[config.mk]
export PLATFORM = sky130hd
export DESIGN_NAME = blk_protect_mgr
export DESIGN_NICKNAME = d
export VERILOG_FILES = /design/src/rtl/blk_protect_mgr.sv
export SDC_FILE = /design/constraint.sdc
export NUM_CORES = 1
export LEC_CHECK = 0
export BUFFER_PORTS_ARGS = -buffer_cell sky130_fd_sc_hd__buf_2
export CORE_AREA = 8 8 120 78
export DETAILED_ROUTE_END_ITERATION = 6
export DIE_AREA = 0 0 128 86
export PLACE_DENSITY_LB_ADDON = 0.15
export SYNTH_ARGS = -nofsm -noshare
export SYNTH_HDL_FRONTEND = slang
export SYNTH_SLANG_ARGS = --single-unit
[constraint.sdc]
create_clock -name clk -period 3.7 [get_ports clk]
set_clock_uncertainty 0.15 [all_clocks]
set_input_delay 0.925 -clock clk [delete_from_list [all_inputs] [get_ports clk]]
set_output_delay 0.925 -clock clk [all_outputs]
set_load 0.1 [all_outputs]
[src/rtl/blk_protect_mgr.sv]
module blk_protect_mgr #(
  parameter int N_BLOCKS = 16,
  parameter int DATA_W   = 16,
  localparam int IDX_W   = $clog2(N_BLOCKS)
) (
  input  logic              clk,
  input  logic              rst_n,
  input  logic              wr_start,
  input  logic              wr_end,
  input  logic [DATA_W-1:0] wr_data,
  input  logic              cmd_valid,
  input  logic [7:0]        cmd_code,
  input  logic [IDX_W-1:0]  q_blk,
  output logic [2:0]        q_state,
  output logic [IDX_W-1:0]  start_blk,
  output logic [IDX_W-1:0]  end_blk,
  output logic [2:0]        wp_status,
  output logic              busy,
  output logic              done,
  output logic              cmd_err
);
  localparam logic [2:0] S_TIGHT = 3'b001;
  localparam logic [2:0] S_LOCK  = 3'b010;
  localparam logic [2:0] S_UNL   = 3'b100;
  localparam logic [7:0] C_UNL   = 8'h23;
  localparam logic [7:0] C_ALL   = 8'h27;
  localparam logic [7:0] C_LOCK  = 8'h2A;
  localparam logic [7:0] C_TIGHT = 8'h2C;
  localparam logic [IDX_W-1:0] LAST = IDX_W'(N_BLOCKS - 1);

  logic [2:0]       st [N_BLOCKS];
  logic [IDX_W-1:0] cur, lim;
  logic [7:0]       op;
  logic [2:0]       cur_st, nxt;
  logic             known, in_arr, apply;

  assign known  = (cmd_code == C_UNL) || (cmd_code == C_ALL) ||
                  (cmd_code == C_LOCK) || (cmd_code == C_TIGHT);
  assign in_arr = 32'(cur) < N_BLOCKS;
  assign cur_st = in_arr ? st[cur] : 3'b000;
  assign nxt    = (op == C_TIGHT) ? S_TIGHT : (op == C_LOCK) ? S_LOCK : S_UNL;
  assign apply  = (op == C_TIGHT) ? (cur_st != S_UNL) : (cur_st != S_TIGHT);
  assign q_state = (32'(q_blk) < N_BLOCKS) ? st[q_blk] : 3'b000;

  always_ff @(posedge clk or negedge rst_n) begin
    if (!rst_n) begin
      for (int i = 0; i < N_BLOCKS; i++) st[i] <= S_LOCK;
      start_blk <= '0;
      end_blk   <= '0;
      wp_status <= S_LOCK;
      busy      <= 1'b0;
      done      <= 1'b0;
      cmd_err   <= 1'b0;
      cur       <= '0;
      lim       <= '0;
      op        <= 8'h00;
    end else begin
      done <= 1'b0;
      if (wr_start) start_blk <= wr_data[IDX_W-1:0];
      if (wr_end)        end_blk <= wr_data[IDX_W-1:0];
      else if (wr_start) end_blk <= wr_data[IDX_W-1:0];

      if (!busy && cmd_valid && known) begin
        busy    <= 1'b1;
        cmd_err <= 1'b0;
        op      <= cmd_code;
        cur     <= (cmd_code == C_ALL) ? '0 : start_blk;
        lim     <= (cmd_code == C_ALL) ? LAST : end_blk;
      end else if (busy) begin
        if (cur > lim) begin
          busy <= 1'b0;
          done <= 1'b1;
        end else if (!in_arr) begin
          busy    <= 1'b0;
          done    <= 1'b1;
          cmd_err <= 1'b1;
        end else begin
          if (apply) begin
            st[cur]   <= nxt;
            wp_status <= nxt;
          end
          if (cur == lim) begin
            busy <= 1'b0;
            done <= 1'b1;
          end else begin
            cur <= cur + 1'b1;
          end
        end
      end
    end
  end
endmodule


# Word level (Yosys, flattened, before mapping)
# Cells that the tools add are included.
# totals
reg_bits	77
latchBits	0
mem_bits_rw	0
mem_bits_ro	0
inputBits	33
out_inout_bits	17
mem_count	0
# op_classes
addsub	1
n_mul	0
n_div	0
n_lt_le_gt_ge	4
n_eq_ne	11
shifts	0
n_mux	28
bitwise_logic	4
n_reduce_logical	11
# ops
operator	count
$bwmux W48	1
$eq A8 B6 Y1 const B	6
$mux W4	8
$bmux W3 S4	2
$mux W3	7
$demux W3 S4	1
$ge A5 B5 Y1 const B	2
$not A4 Y5	2
$mux W1	9
$lt A5 B1 Y1 const B	1
$add A4 B1 Y4 const B	1
$eq A4 B4 Y1	1
$gt A4 B4 Y1	1
$ne A2 B2 Y1 const B	2
$reduce_and A4 Y1	1
$reduce_bool A2 Y1	2
$logic_and A1 B1 Y1	3
$logic_or A1 B1 Y1	3
$ne A3 B1 Y1 const B	1
$ne A3 B3 Y1 const B	1
$reduce_and A3 Y1	1
$not A1 Y1	2
$logic_not A1 Y1	1

# Logic depth before layout (Yosys ltp)
# logic_depth
word_depth	7
ltp_mapped	10
mapped_depth_nobuf	8

# Worst setup path after synthesis
# OpenSTA, ideal clock, no wires.
# synth_timing
path_kind	input-to-output
start	in q_blk[0]
end	out q_state[0]
arrival_ns	2.749
path_slack_ns	-0.124
cell_stages	3
path_buffers	1
path_cell_list	buf_1 mux4_2 mux4_2
# synth_via
elab_chain_len	4
# synth_rtl
item	line_no	text
from (decl)	13	input logic [IDX_W-1:0] q_blk,
$not A4 Y5 (not written as such)	43	assign q_state = (32'(q_blk) < N_BLOCKS) ? st[q_blk] : 3'b000;
$bmux W3 S4	43	
$mux W3 (not written as such) (2 in series)	43	
to (decl)	14	output logic [2:0] q_state,
# Every way passes these cells. The select of a mux whose other input is x is not followed.

# Final worst setup path
# Ends and elaborated chain as after synthesis.

==> impl_metrics.yaml <==
outcome:
  status: "finished, final reports clean"
critical_path:
  crit_arrival_ns: 2.50
  endpoint_kind: "output port"
  worstSetupStartpointType: "input port"
  critPathMaxFanout: 12
  r2r-end: "st[26]"
  startpoint: "q_blk[0]"
  cp.required_ns: 2.62
  r2r_start: "cur[1]"
  crit_end: "q_state[0]"
  path_class: "in -> out"
  reg2regPathDepth: 7
  reg2reg_slack_ns: 0.25
yosys:
  ys_async_sr_fraction_pct: 100
  syn_inst: 343
  synth.top_cell.area_share_pct: 34.8
  ys_seq_area_share_pct: 45.2
  synth.distinct_cells: 47
  avgSynthCellArea_um2: 12.6
  yosys-top-cells-area: "dfrtp_1 (35%), mux4_2 (15%), dfstp_2 (10%)"
  synth_warnings: 0
  synth_edf_count: 0
  syn_nets: 384
  synthesis.area_um2: 4310
  synthFlopType: "dfrtp_1"
  ys_seq_elements: 77
  yosysTopAreaCell: "dfrtp_1"
place:
  dpl-instance-area_um2: 4650
  portBuffers: 36
  place_ws_ns: 0.126
  place.gp.congestion: 0.905
  hpwl_mm: 7.58
cts:
  root_buffer: "clkbuf_16"
  cts_buffers: 9
  ctsResizeCount: 0
  h-tree-depth: 3
  cts_max_path_buffers: 2
  post_cts.repair.setup_buffers: 0
  insertion_delay_ns: 0.34
  cts_tree: "built"
  path_clk_slew_ns: 0.06
  cts_sinks: 77
  cts_hold_buffers: 0
sta:
  fin_crit_sh_pct: 96.5
  setup_viol: 0
  fmax_mhz: 280
  fin_crit_ns: 3.57
  grt_setup_unrepaired: "false"
  finalSetupTns_ns: 0
  setup_ws_ns: 0.129
  relSlewSlack_pct: 34.9
  finalHoldViolCount: 0
  worst_pin_slew_ns: 0.977
  slew_violations: 0
global_routing:
  grt_antenna_before_repair: 0
  grt_start_max_net_pins: 78
  track_usage_pct: 20.9
  overflow: 0
  first_global_vias: 3168
  grt_pass1_wl_mm: 17.4
floorplanning:
  core_um2: 7570
  rows: 25
  start_util_pct: 56.9
  io_pins: 50
  die_x_um: 128
  fp.dieH_um: 86
  die_area_um2: 11000
layout:
  final_layout_size_suffix_gt1_share_pct: 36.9
  nets: 421
  design_area_um2: 4970
  area_growth_pct: 15.4
  num_antenna_cells: 0
pwr:
  p_leak_nw: 2.01
  powerDensity_nw_per_um2: 510
  peakVddDrop_mv: 0.318
routing:
  drt_iter0_markers: 318
  wl_mm: 10.7
  wire_per_inst_um: 21.7
  vias_per_cell: 6.38
  drc: 0
  vias: 3147
  first_pass_iters: 4
  ant_nets: 0
worst_hold_path:
  hold_class: "reg -> reg"
  min_from: "op[5]"
job:
  drv_cap: 0
## flip-flops by register name, indices dropped and copies added (netlist names)
signal     count
lim            4
cur            4
start_blk      4
busy           1
st            48
end_blk        4
op             8
wp_status      3
done           1
## where the power goes
part,switching (mW),internal [mW]
clock,0.340,0.625
combinational,0.391,0.233
sequential,0.0616,0.887
total,0.792,1.74
## worst max-delay path, stage by stage
cell	delay, ns
buf_2	0.11
buf_12	0.15
mux4_2	0.51
mux4_2	0.49
buf_2	0.31
## area by class of cell
cell class	count	area (um2)
clock inverter	4	70.1
clock buffer	12	256
timing repair buffer	48	310
fill	581	2600
multi-input combinational	218	2160
tap	108	135
sequential	77	1950
inverter	26	97.6
## stage by stage
stage	utilization, %	instances	power (mW)	hold slack [ns]
global route	65.7	493	2.64	0.346
finish	65.7	493	2.54	0.328
floorplan	-	343	1.42	0.289
detailed placement	61.4	477	1.58	0.315
CTS	65.7	493	2.54	0.330
global placement	61.4	477	1.56	0.311
## worst min-delay path by stage
| stage | to | cells past startpoint |
|---|---|---|
| global placement | op[5] | 1 |
| CTS | op[5] | 1 |
| detailed placement | op[5] | 1 |
| finish | op[5] | 1 |
| global route | st[16] | 1 |
| floorplan | op[5] | 1 |
## routing by layer
layer / vias to the layer above / GRT usage [%] / part of all wire (%)
li1: 1408 / - / -
met1: 1606 / 30.2 / 48
met2: 121 / 29.3 / 43
met3: 12 / 5.88 / 8.4
met4: 0 / 6.76 / 1.0
met5: - / 0 / 0
## synth_stat cells (2+ instances only)
cell type,instances
a2bb2oi_1,6
o2111ai_2,5
o2111ai_1,9
a21oi_1,6
buf_6,2
nand2b_1,5
dfrtp_1,60
ha_1,8
buf_1,3
inv_1,25
nand4_1,3
o21ai_0,11
o21a_1,2
or2_2,2
nand2_1,15
mux4_2,29
clkbuf_1,10
nor3_1,7
nor2_1,11
buf_2,6
o2bb2ai_1,32
mux2_2,13
a2bb2oi_2,10
nand3_1,10
mux2i_1,3
o21ai_1,4
nor2b_1,10
dfstp_2,17
## cell families (layout without fill, tap and decap cells)
logic type	count (synthesis)	count (layout)	synth area share [%]
AO/OA/AOI/OAI	95	95	20.0
other	1	1	0.0870
flip-flops	77	77	45.2
buffers and inverters	48	90	4.79
XOR/XNOR	1	1	0.203
adder cells (fa/ha/maj)	8	8	2.32
multiplexers	45	45	19.2
AND/OR/NAND/NOR	68	68	8.13
## layout by cell type, fill, tap and decap left out, types with 6 or more instances in the layout
cell,Yosys,final
a2bb2oi_2,10,10
dfrtp_1,60,60
a2bb2oi_1,6,6
nor2_1,11,11
o2bb2ai_1,32,32
a21oi_1,6,6
clkbuf_16,0,9
buf_2,6,35
mux2_2,13,13
mux4_2,29,29
nor3_1,7,7
nor2b_1,10,10
o21ai_0,11,11
buf_4,1,10
nand2_1,15,15
dfstp_2,17,17
inv_1,25,25
o2111ai_1,9,9
ha_1,8,8
nand3_1,10,10
Note: power is estimated with default switching activity, not from simulation.
